`src/rtl/irq_router_pkg.sv`:
```
package irq_router_pkg;

  localparam int unsigned LINE_W = 5;
  localparam int unsigned SEL_W  = 3;

  typedef struct packed {
    logic              dis;
    logic [LINE_W-1:0] num;
  } route_t;

  localparam route_t ROUTE_RST = '{dis: 1'b1, num: '0};

  typedef enum logic [SEL_W-1:0] {
    SCI_TO_9  = 3'd0,
    SCI_TO_10 = 3'd1,
    SCI_TO_11 = 3'd2,
    SCI_TO_20 = 3'd3,
    SCI_TO_21 = 3'd4
  } sci_code_e;

  typedef struct packed {
    logic              hit;
    logic [LINE_W-1:0] line;
  } sci_tgt_t;

  function automatic sci_tgt_t sci_decode(input logic [SEL_W-1:0] code);
    sci_tgt_t t;
    t.hit = 1'b1;
    case (code)
      SCI_TO_9:  t.line = LINE_W'(9);
      SCI_TO_10: t.line = LINE_W'(10);
      SCI_TO_11: t.line = LINE_W'(11);
      SCI_TO_20: t.line = LINE_W'(20);
      SCI_TO_21: t.line = LINE_W'(21);
      default: begin
        t.hit  = 1'b0;
        t.line = '0;
      end
    endcase
    return t;
  endfunction

endpackage

```
`src/rtl/irq_route_regs.sv`:
```
module irq_route_regs
  import irq_router_pkg::*;
#(
  parameter int unsigned NUM_PIRQ = 8,
  parameter int unsigned ADDR_W   = 4,
  parameter int unsigned DATA_W   = 8,
  parameter int unsigned SCI_ADDR = 12
) (
  input  logic                      clk,
  input  logic                      rst_n,
  input  logic                      wr_en,
  input  logic [ADDR_W-1:0]         addr,
  input  logic [DATA_W-1:0]         wdata,
  output logic [DATA_W-1:0]         rdata,
  output route_t [NUM_PIRQ-1:0]     routes,
  output logic [SEL_W-1:0]          sci_sel
);

  localparam int unsigned GROUP = 4;

  function automatic logic [ADDR_W-1:0] slot_addr(input int unsigned i);
    return ADDR_W'((i / GROUP) * (2 * GROUP) + (i % GROUP));
  endfunction

  route_t [NUM_PIRQ-1:0] route_q, route_d;
  logic   [SEL_W-1:0]    sel_q, sel_d;

  // next state
  always_comb begin
    route_d = route_q;
    sel_d   = sel_q;
    for (int unsigned i = 0; i < NUM_PIRQ; i++) begin
      if (addr == slot_addr(i)) begin
        route_d[i].dis = wdata[DATA_W-1];
        route_d[i].num = wdata[LINE_W-1:0];
      end
    end
    if (addr == ADDR_W'(SCI_ADDR)) begin
      sel_d = wdata[SEL_W-1:0];
    end
  end

  // registers, enabled by the write strobe
  always_ff @(posedge clk or negedge rst_n) begin
    if (!rst_n) begin
      route_q <= {NUM_PIRQ{ROUTE_RST}};
      sel_q   <= '0;
    end else if (wr_en) begin
      route_q <= route_d;
      sel_q   <= sel_d;
    end
  end

  // read mux
  always_comb begin
    rdata = '0;
    for (int unsigned i = 0; i < NUM_PIRQ; i++) begin
      if (addr == slot_addr(i)) begin
        rdata[DATA_W-1]   = route_q[i].dis;
        rdata[LINE_W-1:0] = route_q[i].num;
      end
    end
    if (addr == ADDR_W'(SCI_ADDR)) begin
      rdata[SEL_W-1:0] = sel_q;
    end
  end

  assign routes  = route_q;
  assign sci_sel = sel_q;

  AST_UNMAPPED_QUIET: assert property (@(posedge clk) disable iff (!rst_n)
    (wr_en && addr[ADDR_W-1:2] == 2'b01) |=> ($stable(route_q) && $stable(sel_q)));

endmodule

```
`src/rtl/irq_legacy_merge.sv`:
```
module irq_legacy_merge
  import irq_router_pkg::*;
#(
  parameter int unsigned NUM_PIRQ  = 8,
  parameter int unsigned LEG_LINES = 16
) (
  input  route_t [NUM_PIRQ-1:0] routes,
  input  logic [NUM_PIRQ-1:0]   pirq,
  input  logic                  sci,
  input  sci_tgt_t              sci_tgt,
  output logic [LEG_LINES-1:0]  leg
);

  always_comb begin
    leg = '0;
    for (int unsigned l = 0; l < LEG_LINES; l++) begin
      for (int unsigned i = 0; i < NUM_PIRQ; i++) begin
        if (pirq[i] && !routes[i].dis && routes[i].num == LINE_W'(l)) begin
          leg[l] = 1'b1;
        end
      end
      if (sci && sci_tgt.hit && sci_tgt.line == LINE_W'(l)) begin
        leg[l] = 1'b1;
      end
    end
  end

endmodule

```
`src/rtl/irq_adv_merge.sv`:
```
module irq_adv_merge
  import irq_router_pkg::*;
#(
  parameter int unsigned NUM_PIRQ  = 8,
  parameter int unsigned LEG_LINES = 16,
  parameter int unsigned ADV_LINES = 24
) (
  input  logic [NUM_PIRQ-1:0]  pirq,
  input  logic                 sci,
  input  sci_tgt_t             sci_tgt,
  output logic [ADV_LINES-1:0] adv
);

  for (genvar j = 0; j < ADV_LINES; j++) begin : g_line
    logic sci_here;
    assign sci_here = sci && sci_tgt.hit && (sci_tgt.line == LINE_W'(j));
    if (j >= LEG_LINES && j < LEG_LINES + NUM_PIRQ) begin : g_pirq
      assign adv[j] = pirq[j - LEG_LINES] | sci_here;
    end else begin : g_sci_only
      assign adv[j] = sci_here;
    end
  end

endmodule

```
`src/rtl/irq_route_report.sv`:
```
module irq_route_report
  import irq_router_pkg::*;
#(
  parameter int unsigned NUM_PIRQ  = 8,
  parameter int unsigned LEG_LINES = 16
) (
  input  route_t [NUM_PIRQ-1:0]        routes,
  output logic [NUM_PIRQ-1:0]          rep_legacy,
  output logic [NUM_PIRQ*LINE_W-1:0]   rep_line
);

  localparam logic [LINE_W-1:0] NO_LINE = '1;

  for (genvar i = 0; i < NUM_PIRQ; i++) begin : g_rep
    always_comb begin
      if (routes[i].dis) begin
        rep_legacy[i]                 = 1'b0;
        rep_line[i*LINE_W +: LINE_W]  = LINE_W'(LEG_LINES + i);
      end else if (routes[i].num < LINE_W'(LEG_LINES)) begin
        rep_legacy[i]                 = 1'b1;
        rep_line[i*LINE_W +: LINE_W]  = routes[i].num;
      end else begin
        rep_legacy[i]                 = 1'b0;
        rep_line[i*LINE_W +: LINE_W]  = NO_LINE;
      end
    end
  end

endmodule

```
`src/rtl/irq_line_router.sv`:
```
module irq_line_router
  import irq_router_pkg::*;
#(
  parameter int unsigned NUM_PIRQ  = 8,
  parameter int unsigned LEG_LINES = 16,
  parameter int unsigned ADV_LINES = 24,
  parameter int unsigned ADDR_W    = 4,
  parameter int unsigned DATA_W    = 8
) (
  input  logic                        clk,
  input  logic                        rst_n,
  input  logic                        reg_wr,
  input  logic [ADDR_W-1:0]           reg_addr,
  input  logic [DATA_W-1:0]           reg_wdata,
  output logic [DATA_W-1:0]           reg_rdata,
  input  logic [NUM_PIRQ-1:0]         pirq_in,
  input  logic                        sci_in,
  output logic [LEG_LINES-1:0]        legacy_irq,
  output logic [ADV_LINES-1:0]        adv_irq,
  output logic [NUM_PIRQ-1:0]         route_legacy,
  output logic [NUM_PIRQ*LINE_W-1:0]  route_line
);

  localparam int unsigned REP_W = NUM_PIRQ * LINE_W;

  route_t [NUM_PIRQ-1:0] routes;
  logic [SEL_W-1:0]      sci_sel;
  sci_tgt_t              sci_tgt;
  logic [LEG_LINES-1:0]  leg_d;
  logic [ADV_LINES-1:0]  adv_d;
  logic [NUM_PIRQ-1:0]   rep_leg_d;
  logic [REP_W-1:0]      rep_line_d;
  logic                  vld_q;

  irq_route_regs #(
    .NUM_PIRQ (NUM_PIRQ),
    .ADDR_W   (ADDR_W),
    .DATA_W   (DATA_W)
  ) u_regs (
    .clk     (clk),
    .rst_n   (rst_n),
    .wr_en   (reg_wr),
    .addr    (reg_addr),
    .wdata   (reg_wdata),
    .rdata   (reg_rdata),
    .routes  (routes),
    .sci_sel (sci_sel)
  );

  assign sci_tgt = sci_decode(sci_sel);

  irq_legacy_merge #(
    .NUM_PIRQ  (NUM_PIRQ),
    .LEG_LINES (LEG_LINES)
  ) u_leg (
    .routes  (routes),
    .pirq    (pirq_in),
    .sci     (sci_in),
    .sci_tgt (sci_tgt),
    .leg     (leg_d)
  );

  irq_adv_merge #(
    .NUM_PIRQ  (NUM_PIRQ),
    .LEG_LINES (LEG_LINES),
    .ADV_LINES (ADV_LINES)
  ) u_adv (
    .pirq    (pirq_in),
    .sci     (sci_in),
    .sci_tgt (sci_tgt),
    .adv     (adv_d)
  );

  irq_route_report #(
    .NUM_PIRQ  (NUM_PIRQ),
    .LEG_LINES (LEG_LINES)
  ) u_rep (
    .routes     (routes),
    .rep_legacy (rep_leg_d),
    .rep_line   (rep_line_d)
  );

  // output registers, always enabled
  always_ff @(posedge clk or negedge rst_n) begin
    if (!rst_n) begin
      legacy_irq   <= '0;
      adv_irq      <= '0;
      route_legacy <= '0;
      route_line   <= '0;
      vld_q        <= 1'b0;
    end else begin
      legacy_irq   <= leg_d;
      adv_irq      <= adv_d;
      route_legacy <= rep_leg_d;
      route_line   <= rep_line_d;
      vld_q        <= 1'b1;
    end
  end

  AST_RESET_QUIET: assert property (@(posedge clk) disable iff (!rst_n)
    !vld_q |-> (legacy_irq == '0 && adv_irq == '0 && route_legacy == '0));

  AST_SCI_HIGH_LINE: assert property (@(posedge clk) disable iff (!rst_n)
    (vld_q && $past(sci_in) && $past(sci_sel) == SCI_TO_21)
      |-> (adv_irq[21] && !(|legacy_irq[LEG_LINES-1:0] & 1'b0)));

  for (genvar n = 0; n < NUM_PIRQ; n++) begin : g_chk
    AST_ADV_FIXED: assert property (@(posedge clk) disable iff (!rst_n)
      (vld_q && $past(pirq_in[n])) |-> adv_irq[LEG_LINES+n]);

    AST_LEG_SOURCE: assert property (@(posedge clk) disable iff (!rst_n)
      (vld_q && $past(pirq_in[n] && !routes[n].dis && routes[n].num < LINE_W'(LEG_LINES)))
        |-> |(legacy_irq & (LEG_LINES'(1) << $past(routes[n].num))));

    AST_DIS_REPORT: assert property (@(posedge clk) disable iff (!rst_n)
      (vld_q && $past(routes[n].dis))
        |-> (!route_legacy[n] && route_line[n*LINE_W +: LINE_W] == LINE_W'(LEG_LINES + n)));
  end

endmodule

```
`config.mk`:
```
export PLATFORM = sky130hd
export DESIGN_NAME = irq_line_router
export DESIGN_NICKNAME = d
export VERILOG_FILES = /design/src/rtl/irq_router_pkg.sv /design/src/rtl/irq_route_regs.sv /design/src/rtl/irq_legacy_merge.sv /design/src/rtl/irq_adv_merge.sv /design/src/rtl/irq_route_report.sv /design/src/rtl/irq_line_router.sv
export SDC_FILE = /design/constraint.sdc
export NUM_CORES = 1
export LEC_CHECK = 0
export ABC_AREA = 1
export BUFFER_PORTS_ARGS = -buffer_cell sky130_fd_sc_hd__buf_4
export CORE_ASPECT_RATIO = 0.8
export CORE_MARGIN = 1.5
export CORE_UTILIZATION = 45
export CTS_BUF_LIST = sky130_fd_sc_hd__clkbuf_16
export CTS_CLUSTER_SIZE = 28
export DETAILED_ROUTE_END_ITERATION = 8
export PLACE_DENSITY = 0.72
export SETUP_SLACK_MARGIN = 0.02
export SYNTH_ARGS = -nofsm -noshare
export SYNTH_HDL_FRONTEND = slang
export SYNTH_SLANG_ARGS = --single-unit
```
`constraint.sdc`:
```
create_clock -name clk -period 1.7 [get_ports clk]
set_input_delay 0.255 -clock clk [delete_from_list [all_inputs] [get_ports clk]]
set_output_delay 0.255 -clock clk [all_outputs]
set_load 0.03 [all_outputs]
```
==> results of run 1 <==
[Yosys cell counts, types with 3 or more instances]
library cell / count
buf_2: 4
nand4_1: 25
nand3b_1: 3
buf_4: 12
inv_2: 14
o22ai_1: 10
a21oi_1: 31
dfstp_2: 8
nor2_4: 5
nor2_1: 109
dfrtp_1: 123
nand3_1: 36
o21ai_1: 44
nor2_2: 5
o21ai_0: 7
buf_6: 4
nand2_1: 186
nor3_1: 21
nand2_4: 4
o21ai_2: 12
nand2_2: 3
inv_1: 89
clkbuf_1: 5
[logic make-up after synthesis]
family                 Yosys count
AOI/OAI and AO/OA              111
buffers and inverters          129
other                            1
and+or+nand+nor                402
DFF                            131
[worst max-delay path, stage by stage, from the launching register on]
cell and delay [ns]:
dfrtp_2 0.43, nand3_2 0.08, nand3_2 0.09, nor2_2 0.10
nand4_1 0.09, nand2_1 0.11, nand2_2 0.06, buf_6 0.14
[power by group through the flow]
| stage | registers [mW] | logic (mW) | clock network (mW) |
|---|---|---|---|
| final | 4.31 | 4.21 | 3.63 |
| after global routing | 4.36 | 4.51 | 3.81 |
| after CTS | 4.28 | 4.01 | 3.65 |
| after detailed placement | 4.41 | 3.69 | 0 |
| after global placement | 4.39 | 3.65 | 0 |
| after floorplan | 5.21 | 1.31 | 0 |
[repair_timing]
| action | 4_1_cts | 5_1_grt |
|---|---|---|
| hold buffers | 7 | 0 |
| hold endpoints to repair | 36 | 0 |
| pin swaps | 10 | 16 |
| setup endpoints to repair | 6 | 17 |
| resized for setup | 36 | 51 |
| setup buffers | 22 | 9 |
[cells in the final DEF, fill, tap and decap left out, drive strengths merged, types with 10 or more instances in the layout]
master / n
a21oi: 31
buf: 165
clkbuf: 17
conb: 15
dfrtp: 123
inv: 107
nand2: 193
nand3: 37
nand4: 25
nor2: 119
nor3: 23
o21ai: 63
o22ai: 10
[path summary, 6_finish.rpt]
path	startpoint	endpoint	slack, ns	depth (start not counted)
max	u_regs.routes[0]	reg_rdata[0]	-0.08	7
min	pirq_in[4]	adv_irq[20]	0.05	3
max reg2reg	u_regs.routes[17]	legacy_irq[5]	0.05	11
min reg2reg	u_regs.routes[29]	u_regs.routes[29]	0.49	2
max in group asynchronous	rst_n	u_regs.routes[17]	0.76	3
min in group asynchronous	rst_n	adv_irq[0]	0.32	2
[cell type report]
type	count	area share
sequential	131	0.386
tap	180	0.0263
clock inverter	15	0.0181
timing repair buffer	172	0.159
inverter	104	0.0462
multi-input combinational	528	0.314
clock buffer	17	0.0497
[layer usage]
layer	vias up	global-route usage	routed length, um
met2	336	0.417	8510
li1	2830	-	-
met3	43	0.0591	2170
met4	0	0.104	440
met5	-	0	0
met1	2825	0.409	8920
[state kept, by name, indices dropped and copies added, names as in the netlist]
signal / flops
route_legacy: 8
route_line: 40
u_regs.routes: 48
u_regs.sci_sel: 3
adv_irq: 16
legacy_irq: 16
==> out/results.txt, run 1 <==
Status: finished, violations left
Violated checks: negative setup slack
Core area: 13,600 um2
Pleak: 4.30 nW
I/O pin count: 120
Mapped Avg Cell Area: 8.10 um2
DRT iter0 DRCs: 642
Register area: 3300 um2
Top_reg_cell synth: dfrtp_1
Final hold viol count: 0
Via count: 6,034
Root Buffer: clkbuf_16
Fillers: 1,184
Clock sink count: 131
Area taken by multi-input logic gates: 2690 um2
Initial Util: 0.461
Achievable frequency: 562 MHz
Synth Area in Compound Gates: 0.101
Final WS setup: -0.0778 ns
Std cell rows: 38
CTS tree: yes
Area Overhead vs Synth: 36.5%
Synth top area cells: dfrtp_1 49%, nand2_1 11%, nor2_1 6.5%, inv_1 5.3%, o21ai_1 3.5%
Combinational share of power: 0.347
Final core occ: 0.630
Hold_ws: 0.0469 ns
Total grt overflow: 0
Die ar.: 14,700 um2
Post-Syn Area: 6270 um2
Max-Cap Viols: 0
P_sw: 4.67 mW
Die span in y: 109 um
Req. time, crit path: 1.44 ns
RD Place Congestion: 0.962
Residual DRC count: 0
Post-Synth XOR/XNOR Area: 0
Asr flop ratio synth: 1.00
Critical Path AT: 1.52 ns
Mux contribution to synthesized area: 0
Num CTS Buffers: 17
Tmin final: 1.78 ns
Yosys warns: 0
Final ANT Viol Nets: 0
Sequential-to-total area share from yosys stat: 0.524
Flop pwr share: 0.355
Worst skew pair latency: 0.43 ns
Pwr dens: 1420 nW/um2
Synth Register Bits: 131
Slew @ Worst Pin: 0.514 ns
# placed instances: 1,078
Detailed placer's ending HPWL: 14.4 mm
ANT cells: 0
Largest family of logic cells by synthesized area: simple AND/OR/NAND/NOR gates
Tcrit/Tclk final: 1.05
Critical Path Sink Type: output port
Synth Instances: 774
Switching Fraction: 0.385
CP Launch Type: flip-flop
GRT Util Overall: 0.282
Setup CP Type: reg2out
Vias per cell: 5.26
Post-synth cell types: 33
Placed Area: 7410 um2
Clk pin slew, worst setup/hold paths: 0.06 ns
Worst Skew: 0.00849 ns
Chip Width: 135 um
Setup TNS: -0.404 ns
Worst min path class: in2reg
Post-synthesis simple-gate area fraction: 0.283
Post-Layout Inst Area: 8560 um2
Initial antenna violation count: 0
Yosys top cell area share: 0.491
Nets@finish: 978
Relative slew slack: 0.657
Final Setup Violations: 6
Clock buffer depth: 2
First-pass GRT wire length: 30.5 mm
Post-synth EDFFs: 0
Detailed Routing Iterations Pass 1: 6
Worst-path fanout max: 2
CTS H-tree depth: 4
Number of global-route vias before repair: 5,679
Post-Synth Adder-Cell Area: 0
Largest net degree at the start of global routing: 36
Final Max Slew Viols: 0
Finished Layout Cells: 1,147
Pint: 7.47 mW
Wire per inst: 17.5 um
Place WS: -0.00533 ns
PortBufs: 107
Max rail drop VDD: 0.00102 V
RSZ-0062 raised after global routing: yes
Fraction of layout cells with a size suffix above 1: 0.336
Clock Power Share: 0.299
Final wirelength: 20.0 mm
Top cell type by total area after synthesis: dfrtp_1
Power, Total: 12.1 mW
Power figures use the tool's default switching activity.
==> run 2, diff against run 1 <==
- CAP_MARGIN: default -> 20
- REMOVE_ABC_BUFFERS: default -> 1
==> out/results.txt, run 2 (synthesis results as in run 1) <==
Detailed Routing Iterations Pass 1: 7
Std cell rows: 38
Root Buffer: clkbuf_16
Setup CP Type: reg2out
Nets@finish: 976
Number of flip-flops in the largest register: 48
Num CTS Buffers: 17
Fraction of layout cells with a size suffix above 1: 0.308
Final ANT Viol Nets: 0
Violated checks: negative setup slack
Worst skew pair latency: 0.42 ns
Clk pin slew, worst setup/hold paths: 0.06 ns
Wire per inst: 17.3 um
Final WS setup: -0.126 ns
Worst-path fanout max: 2
CP Launch Type: flip-flop
Final Max Slew Viols: 0
Final Setup Violations: 6
P_sw: 4.63 mW
Hold_ws: 0.0582 ns
Final hold viol count: 0
ANT cells: 0
Largest net degree at the start of global routing: 80
FF-to-FF End: legacy_irq[0]
RSZ-0062 raised after global routing: yes
Clock sink count: 131
Finished Layout Cells: 1,145
Slew @ Worst Pin: 0.569 ns
Clock buffer depth: 2
PortBufs: 107
Core area: 13,600 um2
Combinational share of power: 0.353
Tmin final: 1.83 ns
Tcrit/Tclk final: 1.07
Flop2flop setup slack: 0.06 ns
Worst min path class: in2reg
Detailed placer's ending HPWL: 14.5 mm
Hold EP: adv_irq[20]
Initial antenna violation count: 0
CTS tree: yes
GRT Util Overall: 0.283
Status: finished, violations left
Pwr dens: 1400 nW/um2
Most frequent cells in the layout: 185 x nand2_1, 151 x buf_4, 116 x dfrtp_1
Initial Util: 0.461
R2R cell count: 7
Critical Path AT: 1.57 ns
Hold path cells: 3
Via count: 5,955
Max rail drop VDD: 0.000949 V
Max-Cap Viols: 0
Pleak: 4.27 nW
Pint: 7.17 mW
Critical Path Sink Type: output port
Final wirelength: 19.8 mm
Fillers: 1,175
Leading cell type in the layout, fill and taps excluded: nand2_1
Clock Power Share: 0.282
# placed instances: 1,077
Achievable frequency: 548 MHz
Req. time, crit path: 1.44 ns
Relative slew slack: 0.620
Area Overhead vs Synth: 34.2%
Switching Fraction: 0.392
CTS H-tree depth: 4
Number of global-route vias before repair: 5,588
I/O pin count: 120
Die span in y: 109 um
DRT iter0 DRCs: 705
Die ar.: 14,700 um2
R2R Path Start: u_regs.routes[23]
Flop pwr share: 0.365
Worst Skew: 0.00949 ns
RD Place Congestion: 0.997
Residual DRC count: 0
Total grt overflow: 0
First-pass GRT wire length: 30.4 mm
Worst Min Path Start: pirq_in[4]
Setup TNS: -0.441 ns
Vias per cell: 5.20
Chip Width: 135 um
## run 2: cell count changes in the layout (fill, tap and decap cells not counted), moves of 3 or more
cell	previous run	this run
nand3_2	12	17
nor2_2	19	11
nor2_1	93	102
dfrtp_2	13	7
dfrtp_1	110	116
nand3_4	3	0
buf_4	155	151
nand2_1	177	185
nand2_2	12	4
## run 2: critical path, stage by stage, from the launching register on
cell     delay [ns]
dfstp_2        0.37
buf_6          0.11
nand3_1        0.09
nand3_2        0.10
nor3_2         0.14
nand4_1        0.16
buf_6          0.18
## run 2: per-layer routing
layer | part of all wire | vias to the layer above | global-route usage
met3 | 0.095 | 47 | 0.0600
met5 | 0 | - | 0
met2 | 0.43 | 313 | 0.410
met4 | 0.024 | 0 | 0.114
li1 | - | 2828 | -
met1 | 0.45 | 2767 | 0.412
## run 2: power groups by stage
stage               clock network [mW]  logic, mW  registers, mW
floorplan                            0       1.26           5.23
global placement                     0       3.69           4.38
detailed placement                   0       3.71           4.40
CTS                               3.34       4.00           4.29
global route                      3.51       4.47           4.38
finish                            3.33       4.16           4.31
## run 2: repair_timing
action / CTS / global route
setup endpoints to repair: 6 / 17
hold endpoints to repair: 58 / 0
hold buffers: 7 / 0
pin swaps: 13 / 18
gates resized for setup: 37 / 21
setup buffers: 20 / 12
## run 2: how the worst max path moves through the flow
stage,startpoint,to,slack [ns]
after floorplan,reg_addr[3],reg_rdata[0],-0.24
after global routing,u_regs.routes[11],reg_rdata[7],-0.20
after CTS,u_regs.routes[12],reg_rdata[0],-0.11
final,u_regs.routes[11],reg_rdata[7],-0.13
after global placement,reg_addr[2],reg_rdata[7],0.05
after detailed placement,reg_addr[3],reg_rdata[4],0.02
## run 2: final cells by class
cell class,instances,area [um2],area share
inverter,104,395,0.0470
clock buffer,17,425,0.0505
multi-input combinational,528,2610,0.310
clock inverter,15,110,0.0131
sequential,131,3300,0.392
timing repair buffer,170,1360,0.161
tap,180,225,0.0268
## run 2: stage by stage
| stage | total power, mW | util | worst slack, ns | area (um2) |
|---|---|---|---|---|
| after floorplan | 6.48 | - | -0.243 | 6150 |
| after global placement | 8.07 | 0.545 | 0.0484 | 7410 |
| after detailed placement | 8.11 | 0.545 | 0.0246 | 7410 |
| after CTS | 11.6 | 0.607 | -0.105 | 8250 |
| after global routing | 12.4 | 0.619 | -0.203 | 8420 |
| final | 11.8 | 0.619 | -0.126 | 8420 |
